[src/rtl/cu_pkg.sv]
package cu_pkg;
  localparam int unsigned NUM_SRC = 2;
  localparam int unsigned NUM_DST = 2;
  localparam int unsigned SRC_A   = 0;
  localparam int unsigned SRC_B   = 1;
  localparam int unsigned DST_RES = 0;
  localparam int unsigned DST_FLG = 1;
  localparam int unsigned FLAG_W  = 3;

  typedef enum logic [1:0] {
    OP_NOP  = 2'd0,
    OP_ADD  = 2'd1,
    OP_SUB  = 2'd2,
    OP_SEXT = 2'd3
  } op_e;

  typedef struct packed {
    op_e  op;
    logic inv_a;
    logic zero_a;
    logic imm_ok;
    logic rc;
  } ctl_t;
endpackage

[src/rtl/cu_rd_port.sv]
module cu_rd_port #(
  parameter int unsigned WIDTH = 16
) (
  input  logic             clk,
  input  logic             rst_n,
  input  logic             start,
  input  logic             busy,
  input  logic             skip,
  input  logic             go,
  input  logic [WIDTH-1:0] data,
  output logic             req,
  output logic             ready,
  output logic [WIDTH-1:0] q
);
  logic             taken_q, taken_d;
  logic [WIDTH-1:0] val_q, val_d;
  logic             grab;

  always_comb begin
    req   = busy & ~skip & ~taken_q;
    ready = taken_q | skip;
    grab  = req & go;
    q     = val_q;
  end

  always_comb begin
    taken_d = taken_q;
    val_d   = val_q;
    if (start) begin
      taken_d = 1'b0;
      val_d   = '0;
    end else if (grab) begin
      taken_d = 1'b1;
      val_d   = data;
    end
  end

  always_ff @(posedge clk or negedge rst_n) begin
    if (!rst_n) begin
      taken_q <= 1'b0;
      val_q   <= '0;
    end else begin
      taken_q <= taken_d;
      if (start | grab) val_q <= val_d;
    end
  end
endmodule

[src/rtl/cu_alu.sv]
module cu_alu
  import cu_pkg::*;
#(
  parameter int unsigned WIDTH  = 16,
  parameter int unsigned SEXT_W = 8
) (
  input  op_e               op,
  input  logic [WIDTH-1:0]  a,
  input  logic [WIDTH-1:0]  b,
  output logic [WIDTH-1:0]  res,
  output logic [FLAG_W-1:0] flags
);
  always_comb begin
    unique case (op)
      OP_ADD:  res = a + b;
      OP_SUB:  res = a - b;
      OP_SEXT: res = {{(WIDTH-SEXT_W){a[SEXT_W-1]}}, a[SEXT_W-1:0]};
      default: res = '0;
    endcase
  end

  always_comb begin
    if (res == '0)          flags = 3'b001;
    else if (res[WIDTH-1])  flags = 3'b010;
    else                    flags = 3'b100;
  end
endmodule

[src/rtl/cu_wr_port.sv]
module cu_wr_port #(
  parameter int unsigned WIDTH = 16
) (
  input  logic             clk,
  input  logic             rst_n,
  input  logic             start,
  input  logic             armed,
  input  logic             produce,
  input  logic             load,
  input  logic [WIDTH-1:0] data_d,
  input  logic             go,
  output logic             req,
  output logic             fin,
  output logic [WIDTH-1:0] data_q
);
  logic             sent_q, sent_d;
  logic [WIDTH-1:0] hold_q;

  always_comb begin
    req    = armed & produce & ~sent_q;
    fin    = sent_q | ~produce | (req & go);
    data_q = hold_q;
  end

  always_comb begin
    sent_d = sent_q;
    if (start)         sent_d = 1'b0;
    else if (req & go) sent_d = 1'b1;
  end

  always_ff @(posedge clk or negedge rst_n) begin
    if (!rst_n) begin
      sent_q <= 1'b0;
      hold_q <= '0;
    end else begin
      sent_q <= sent_d;
      if (load) hold_q <= data_d;
    end
  end
endmodule

[src/rtl/cu_issue_unit.sv]
module cu_issue_unit
  import cu_pkg::*;
#(
  parameter int unsigned WIDTH  = 16,
  parameter int unsigned SEXT_W = 8
) (
  input  logic                     clk,
  input  logic                     rst_n,
  input  logic                     issue_i,
  input  logic [1:0]               op_i,
  input  logic                     inv_a_i,
  input  logic                     zero_a_i,
  input  logic                     imm_ok_i,
  input  logic [WIDTH-1:0]         imm_i,
  input  logic                     rc_i,
  input  logic [NUM_SRC-1:0]       rdmask_i,
  input  logic [NUM_SRC-1:0]       src_go_i,
  input  logic [NUM_SRC*WIDTH-1:0] src_data_i,
  output logic                     busy_o,
  output logic [NUM_SRC-1:0]       src_req_o,
  output logic [NUM_DST-1:0]       dst_req_o,
  input  logic [NUM_DST-1:0]       dst_go_i,
  output logic [NUM_DST-1:0]       wrmask_o,
  output logic [NUM_DST*WIDTH-1:0] dst_data_o
);
  localparam int unsigned PAD_W = WIDTH - FLAG_W;

  logic             busy_q, busy_d;
  logic             alu_done_q, alu_done_d;
  ctl_t             ctl_q, ctl_d;
  logic [WIDTH-1:0] imm_q;
  logic             start, capture, finish, rd_all;

  logic [NUM_SRC-1:0] skip, rd_ready;
  logic [WIDTH-1:0]   rd_q [NUM_SRC];
  logic [NUM_DST-1:0] produce, wr_fin;
  logic [WIDTH-1:0]   wr_d [NUM_DST];

  logic [WIDTH-1:0]  opa, opb;
  logic [WIDTH-1:0]  alu_res;
  logic [FLAG_W-1:0] alu_flags;

  // issue acceptance and skip decisions
  always_comb begin
    start          = issue_i & ~busy_q;
    skip[SRC_A]    = rdmask_i[SRC_A] | ctl_q.zero_a;
    skip[SRC_B]    = rdmask_i[SRC_B] | ctl_q.imm_ok;
    rd_all         = &rd_ready;
    capture        = busy_q & ~alu_done_q & rd_all;
    produce[DST_RES] = (ctl_q.op != OP_NOP);
    produce[DST_FLG] = (ctl_q.op != OP_NOP) & ctl_q.rc;
    finish         = busy_q & alu_done_q & (&wr_fin);
  end

  generate
    for (genvar i = 0; i < NUM_SRC; i++) begin : g_rd
      cu_rd_port #(.WIDTH(WIDTH)) u_rd (
        .clk   (clk),
        .rst_n (rst_n),
        .start (start),
        .busy  (busy_q),
        .skip  (skip[i]),
        .go    (src_go_i[i]),
        .data  (src_data_i[i*WIDTH +: WIDTH]),
        .req   (src_req_o[i]),
        .ready (rd_ready[i]),
        .q     (rd_q[i])
      );
    end
  endgenerate

  // operand substitution
  always_comb begin
    opa = ctl_q.zero_a ? '0 : rd_q[SRC_A];
    if (ctl_q.inv_a) opa = ~opa;
    opb = ctl_q.imm_ok ? imm_q : rd_q[SRC_B];
  end

  cu_alu #(.WIDTH(WIDTH), .SEXT_W(SEXT_W)) u_alu (
    .op    (ctl_q.op),
    .a     (opa),
    .b     (opb),
    .res   (alu_res),
    .flags (alu_flags)
  );

  always_comb begin
    wr_d[DST_RES] = alu_res;
    wr_d[DST_FLG] = {{PAD_W{1'b0}}, alu_flags};
  end

  generate
    for (genvar j = 0; j < NUM_DST; j++) begin : g_wr
      cu_wr_port #(.WIDTH(WIDTH)) u_wr (
        .clk     (clk),
        .rst_n   (rst_n),
        .start   (start),
        .armed   (busy_q & alu_done_q),
        .produce (produce[j]),
        .load    (capture),
        .data_d  (wr_d[j]),
        .go      (dst_go_i[j]),
        .req     (dst_req_o[j]),
        .fin     (wr_fin[j]),
        .data_q  (dst_data_o[j*WIDTH +: WIDTH])
      );
    end
  endgenerate

  // next-state
  always_comb begin
    busy_d     = busy_q;
    alu_done_d = alu_done_q;
    ctl_d      = ctl_q;
    if (start) begin
      busy_d     = 1'b1;
      alu_done_d = 1'b0;
      ctl_d      = '{op: op_e'(op_i), inv_a: inv_a_i, zero_a: zero_a_i,
                     imm_ok: imm_ok_i, rc: rc_i};
    end else begin
      if (capture) alu_done_d = 1'b1;
      if (finish)  busy_d     = 1'b0;
    end
  end

  // registers
  always_ff @(posedge clk or negedge rst_n) begin
    if (!rst_n) begin
      busy_q     <= 1'b0;
      alu_done_q <= 1'b0;
      ctl_q      <= '0;
      imm_q      <= '0;
    end else begin
      busy_q     <= busy_d;
      alu_done_q <= alu_done_d;
      if (start) begin
        ctl_q <= ctl_d;
        imm_q <= imm_i;
      end
    end
  end

  always_comb begin
    busy_o   = busy_q;
    wrmask_o = {NUM_DST{busy_q}} & ~produce;
  end
endmodule

[config.mk]
export PLATFORM = sky130hd
export DESIGN_NAME = cu_issue_unit
export DESIGN_NICKNAME = d
export VERILOG_FILES = /design/src/rtl/cu_pkg.sv /design/src/rtl/cu_rd_port.sv /design/src/rtl/cu_alu.sv /design/src/rtl/cu_wr_port.sv /design/src/rtl/cu_issue_unit.sv
export SDC_FILE = /design/constraint.sdc
export NUM_CORES = 1
export LEC_CHECK = 0
export CAP_MARGIN = 20
export CORE_UTILIZATION = 54
export CTS_CLUSTER_SIZE = 8
export DETAILED_ROUTE_END_ITERATION = 7
export GPL_ROUTABILITY_DRIVEN = 0
export PLACE_DENSITY = 0.82
export SYNTH_ARGS = -nofsm -noshare
export SYNTH_HDL_FRONTEND = slang
export SYNTH_HIERARCHICAL = 1
export SYNTH_SLANG_ARGS = --single-unit
[constraint.sdc]
create_clock -name clk -period 4.2 [get_ports clk]
set_input_delay 1.05 -clock clk [delete_from_list [all_inputs] [get_ports clk]]
set_output_delay 1.05 -clock clk [all_outputs]
set_load 0.005 [all_outputs]
==> results of run 1 <==
repair_timing:
item | 4_1_cts | 5_1_grt
setup buffers | 0 | 8
gates resized for setup | 1 | 21
endpoints found under the hold margin | 0 | 0
gates cloned | 0 | 0
endpoints found under the setup margin | 2 | 5
pin swaps | 0 | 11
cells by family after synthesis:
family          after synthesis  synth area share [%]
simple gates                180                 17.46
fa+ha+maj                    20                 4.292
compound gates               69                 7.313
flops                        92                 38.33
mux                         104                 21.25
xor+xnor                     42                 6.250
buf+inv                      44                 5.042
other cells                   1               0.06244
area by class of cell:
type	count	area (sq um)	area share, %
multi-input cells	428	3550	47.50
flip-flops and latches	92	2303	30.83
repair buffers	119	1176	15.74
well taps	140	175.2	2.344
clock buffers	13	158.9	2.127
inverters	17	63.81	0.8540
clock inverters	3	45.04	0.6028
worst max-delay path, delay by kind of cell (launching register included):
family | cells | cell delay [ns]
and+or+nand+nor | 4 | 1.15
AOI/OAI and AO/OA | 5 | 1.04
muxes | 2 | 0.61
DFF | 1 | 0.50
xor gates and xnor gates | 2 | 0.39
adders and majority gates | 1 | 0.25
buffers and inverters | 1 | 0.08
stage by stage:
step / area, sq um / hold WS [ns] / instances
floorplan: 6051 / 0.4681 / 564
global placement: 7088 / 0.4898 / 787
detailed placement: 7088 / 0.4937 / 787
CTS: 7293 / 0.5168 / 803
global route: 7472 / 0.5372 / 812
finish: 7472 / 0.5092 / 812
cell usage in the layout (no fill, tap or decap), types with 2 or more instances in the layout:
cell / synthesis / final
a211oi_1: 4 / 3
a21o_1: 2 / 2
a21oi_1: 22 / 19
a21oi_2: 0 / 3
a31oi_1: 8 / 8
and3_1: 4 / 4
and3b_1: 2 / 2
and4bb_1: 2 / 2
buf_4: 2 / 17
clkbuf_1: 10 / 2
clkbuf_8: 0 / 11
clkdlybuf4s50_1: 0 / 100
clkinvlp_4: 0 / 2
conb_1: 1 / 13
dfrtp_1: 92 / 91
ha_1: 19 / 17
ha_2: 0 / 2
inv_1: 17 / 17
mux2_2: 32 / 29
mux2_4: 39 / 42
mux2i_1: 33 / 33
nand2_1: 25 / 25
nand2b_1: 86 / 86
nand3_1: 2 / 2
nand3b_1: 4 / 4
nor2_1: 27 / 27
nor2b_1: 4 / 3
nor3_1: 8 / 7
o211ai_1: 2 / 2
o21a_1: 3 / 3
o21ai_0: 13 / 12
o31ai_1: 2 / 2
or2_2: 6 / 6
xnor2_1: 35 / 34
xnor2_2: 1 / 2
xor2_1: 6 / 6
routing by layer:
layer,vias to the layer above,global-route usage (%)
met5,-,0
met4,0,9.687
met3,27,3.571
met2,154,38.80
met1,2105,29.85
li1,2121,-
final timing paths:
kind,start,endpoint,slack (ns),cells after the start
setup / recovery,ctl_q[1],g_wr[1].u_wr/data_q[2],0.05,15
hold / removal,g_wr[1].u_wr/data_q[9],g_wr[1].u_wr/data_q[9],0.51,1
setup reg to reg,ctl_q[1],g_wr[1].u_wr/data_q[2],0.05,15
hold reg to reg,g_wr[1].u_wr/data_q[9],g_wr[1].u_wr/data_q[9],0.51,1
max in group asynchronous,rst_n,ctl_q[1],2.91,2
min in group asynchronous,rst_n,imm_q[2],0.65,1
flip-flops by register name, indices dropped and copies added (netlist names):
signal,cells
g_rd.u_rd/taken_q,2
g_wr.u_wr/data_q,32
g_wr.u_wr/sent_q,2
imm_q,16
busy_o,1
g_rd.u_rd/q,32
alu_done_q,1
ctl_q,6
==> run_results.csv, run 1 <==
group,metric,value,unit
status,status,"complete, no violations",
synth,ys_top_cells_by_area,"dfrtp_1 (38%), mux2_4 (9.7%), nand2b_1 (9.0%), mux2_2 (6.0%), mux2i_1 (5.5%)",
synth,async_flop_share,100.0,%
synth,synth_seq_cells,92,
clocking,clock_latency,0.36,ns
synth,synth_top_area_share,38.33,%
global_route,grt_first_pass_wirelength,20850,microns
drt,drc,0,
synth,syn_area_per_cell,10.88,sq um
synth,synth_warnings,6,
setup_path,cpMaxStageDelayCell,"dfrtp_2",
clocking,h-tree-depth,3,
clocking,clock_path_buffers,2,
sta,max_freq,241.0,MHz
floorplanning,placementRows,38,
synth,synthTopCellsByCount,"dfrtp_1 (92), nand2b_1 (86), mux2_4 (39), xnor2_1 (35), mux2i_1 (33)",
setup_path,critPathKind,"reg -> reg",
synth,syn_area,6006,sq um
floorplanning,ios,102,
setup_path,cp_cell_sequence,"mux2_4 -> or3_4 -> or4_4 -> and2b_1 -> nor2_1 -> xnor2_1 -> ha_1 -> a211oi_1 -> inv_1 -> o22a_1 -> a31oi_1 -> xor2_1 -> o21a_1 -> a41oi_2 -> mux2_4",
sta,drv_slew,0,
sta,finalCritPeriodShare,98.80,%
synth,synth_edf_count,0,
sta,worst_pin_slew,0.9662,ns
clocking,cts_buffers,9,
hold_path,hp-class,"reg -> reg",
synth,ys_types,57,
setup_path,slowest_delay,0.50,ns
drt,vias,4407,
final_layout,n_fill_cell,820,
placement,hpwl,9482,microns
sta,clock_skew,0.009147,ns
clocking,clock-sinks,92,
sta,setup-tns-final,0,ns
global_route,grt_pass1_vias,4377,
drt,wl_met1,5767,microns
sta,setup_viol,0,
floorplanning,die_h,107.5,microns
synth,yosysSeqAreaShare,38.33,%
setup_path,crit_top_cell,"mux2_4",
sta,slew_headroom,35.59,%
clocking,clk_pin_slew,0.09,ns
floorplanning,fp.dieArea,11550,sq um
floorplanning,core,10840,sq um
drt,met2WireLength,6650,microns
drt,ant_nets,0,
final_layout,diodes,0,
floorplanning,initial_core_util,55.40,%
final_layout,syn2layout_area_growth,24.42,%
global_route,grt-ovfl-total,0,
placement,portBuffers,101,
floorplanning,die_w,107.5,microns
synth,syn_inst,552,
drt,top_layer,"met4",
sta,hold_viol,0,
placement,pre_cts_ws,-0.03279,ns
setup_path,required,4.46,ns
sta,fin_crit,4.149,ns
clocking,clock-root-buffer,"clkbuf_8",
final_layout,final_core_util,68.93,%
setup_path,crit_path_start_kind,"flop",
synth,synth_most_common_cell,"dfrtp_1",
setup_path,cp_data_arrival_time,4.41,ns
final_layout,nNetsFinal,750,
global_route,gr-usage-all-layers,23.17,%
drt,wl_per_cell,16.36,microns
drt,viasPerCell,5.427,
final_layout,layout-drive-gt1-share,20.09,%
drt,drt_iter0_markers,213,
global_route,grt_max_degree,93,
setup_path,cp-end-kind,"flop",
synth,synth_largest_area_cell,"dfrtp_1",
drt,dr_wl_met3,572,microns
synth,synth_ff_type,"dfrtp_1",
setup_path,critPathMaxFanout,8,
global_route,antenna_found_initial,0,
drt,wl,13280,microns
clocking,postCtsHoldBufs,0,
sta,rsz0062_at_grt,"true",
job,drv_cap,0,
clocking,cts_tree,"built",
drt,firstDrtPassIters,5,
sta,setup_slack,0.05051,ns
Power of run 1 is left out: the tool's default activity adds up to more than one toggle a clock period on the data nets, which glitch-free logic cannot reach.
==> run 2, diff against run 1 <==
CORE_UTILIZATION = 56   (was 54)
CTS_BUF_LIST = sky130_fd_sc_hd__clkbuf_8   (was default)
PLACE_DENSITY = 0.86   (was 0.82)
==> run 2 against run 1 <==
Compared with the run above:
- the flow now finishes with violations (negative setup slack)
- clock skew up 0.0017 ns
- register-to-register slack worse by 0.05 ns
- wire length down 0.38%
==> run_results.csv, run 2 (synthesis gave the netlist of run 1 again) <==
group,metric,value,unit
global_route,antenna_found_initial,0,
setup_path,reg2reg_to,"g_wr[1].u_wr/data_q[0]",
final_layout,stdcell_area,7416,sq um
global_route,gr-usage-all-layers,23.94,%
status,violations,"negative setup slack",
sta,clock_skew,0.01080,ns
global_route,grt-ovfl-total,0,
drt,viasPerCell,5.589,
drt,dr_wl_met3,577,microns
clocking,postCtsHoldBufs,0,
drt,drt_iter0_markers,277,
floorplanning,ios,102,
placement,portBuffers,101,
floorplanning,core,10370,sq um
clocking,clock_latency,0.37,ns
final_layout,final_common_cell,"clkdlybuf4s50_1",
setup_path,crit_path_start_kind,"flop",
clocking,clock-sinks,92,
setup_path,timing.reg2reg.setup_slack,-0.003,ns
floorplanning,initial_core_util,57.92,%
setup_path,critPathKind,"reg -> reg",
placement,hpwl,9556,microns
clocking,clock_path_buffers,2,
floorplanning,die_w,105.6,microns
final_layout,diodes,0,
clocking,clk_pin_slew,0.09,ns
setup_path,cp_data_arrival_time,4.47,ns
sta,hold_viol,0,
setup_path,slowest_delay,0.43,ns
final_layout,final_cell_mix,"clkdlybuf4s50_1 (100), dfrtp_1 (91), nand2b_1 (85), mux2_4 (39), xnor2_1 (35)",
floorplanning,placementRows,37,
sta,worst_pin_slew,0.9958,ns
final_layout,syn2layout_area_growth,23.48,%
clocking,cts_buffers,9,
job,drv_cap,0,
setup_path,cpMaxStageDelayCell,"dfrtp_2",
setup_path,rr_worst_depth,18,
final_layout,layout-drive-gt1-share,19.37,%
hold_path,whs_endpoint,"g_wr[0].u_wr/data_q[10]",
drt,wl_met1,5675,microns
hold_path,whs_path_depth,1,
floorplanning,fp.dieArea,11140,sq um
clocking,clock-root-buffer,"clkbuf_8",
drt,ant_nets,0,
sta,finalCritPeriodShare,100.1,%
sta,max_freq,237.9,MHz
clocking,cts_tree,"built",
setup_path,cp_cell_sequence,"buf_4 -> mux2_2 -> inv_1 -> ha_1 -> nand2b_4 -> nor4_2 -> nor2_1 -> xnor2_1 -> ha_1 -> and3_1 -> o2111ai_2 -> a311oi_2 -> buf_4 -> xor2_1 -> nand2_1 -> o2111a_1 -> nor4bb_2 -> mux2_4",
clocking,h-tree-depth,3,
drt,vias,4510,
global_route,grt_pass1_vias,4472,
sta,setup_viol,1,
drt,wl_per_cell,16.40,microns
setup_path,cp-end-kind,"flop",
hold_path,hp-class,"reg -> reg",
sta,slew_headroom,33.61,%
sta,setup_slack,-0.003056,ns
drt,wl,13230,microns
setup_path,critPathMaxFanout,6,
sta,drv_slew,0,
global_route,grt_max_degree,49,
drt,top_layer,"met4",
final_layout,nNetsFinal,750,
drt,firstDrtPassIters,4,
hold_path,hp-start,"g_wr[0].u_wr/data_q[10]",
drt,met2WireLength,6508,microns
global_route,grt_first_pass_wirelength,21220,microns
placement,placed_cell_area,7093,sq um
setup_path,rr_startpoint,"ctl_q[1]",
setup_path,required,4.46,ns
drt,drc,0,
sta,whs,0.5148,ns
floorplanning,die_h,105.6,microns
status,status,"finished with violations",
final_layout,final_core_util,71.51,%
placement,pre_cts_ws,0.04527,ns
sta,fin_crit,4.203,ns
[run 2: cell count changes in the layout (fill, tap and decap cells not counted), moves of 3 or more]
cell / change
mux2_2: +3
a21oi_2: -3
mux2_4: -3
a21oi_1: +3
[run 2: final cells by class]
cell class | instances | area (sq um)
Inverter | 17 | 63.81
Clock buffer | 10 | 137.6
Sequential cell | 92 | 2303
Tap cell | 136 | 170.2
Timing Repair Buffer | 119 | 1144
Clock inverter | 5 | 77.57
Fill cell | 761 | 2954
Multi-Input combinational cell | 428 | 3520
[run 2: metrics by stage]
step	setup TNS, ns	cells
6_report	-0.003056	807
5_1_grt	-0.1596	807
4_1_cts	0	801
3_5_place_dp	0	786
3_3_place_gp	0	786
2_1_floorplan	0	564
[run 2: how the worst max path moves through the flow]
| stage | endpoint | cells after the start | start |
|---|---|---|---|
| after CTS | g_wr[1].u_wr/data_q[0] | 17 | ctl_q[1] |
| after detailed placement | g_wr[1].u_wr/data_q[0] | 17 | ctl_q[1] |
| after global placement | g_wr[1].u_wr/data_q[0] | 17 | ctl_q[1] |
| after global routing | g_wr[1].u_wr/data_q[0] | 18 | ctl_q[1] |
| final | g_wr[1].u_wr/data_q[0] | 18 | ctl_q[1] |
| after floorplan | g_wr[1].u_wr/data_q[0] | 16 | ctl_q[1] |
[run 2: layer usage]
metal  track usage (%)  vias to the layer above
met5                 0                        -
met4             12.30                        0
met3             3.030                       47
met2             39.47                      174
met1             30.98                     2181
li1                  -                     2108
[run 2: what timing repair did]
action,CTS,global route
setup endpoints to repair,1,4
setup buffers,0,6
gates resized for setup,2,11
endpoints found under the hold margin,0,0
pin swaps,0,4
[run 2: critical path: cells and delay by family, from the launching register on]
family	cells	cell delay (ns)
adders and majority gates	2	0.58
buffers and inverters	3	0.42
AOI/OAI and AO/OA	3	0.81
DFF	1	0.43
and+or+nand+nor	6	0.91
xor gates and xnor gates	2	0.32
muxes	2	0.64
Power of run 2 is left out for the same reason.
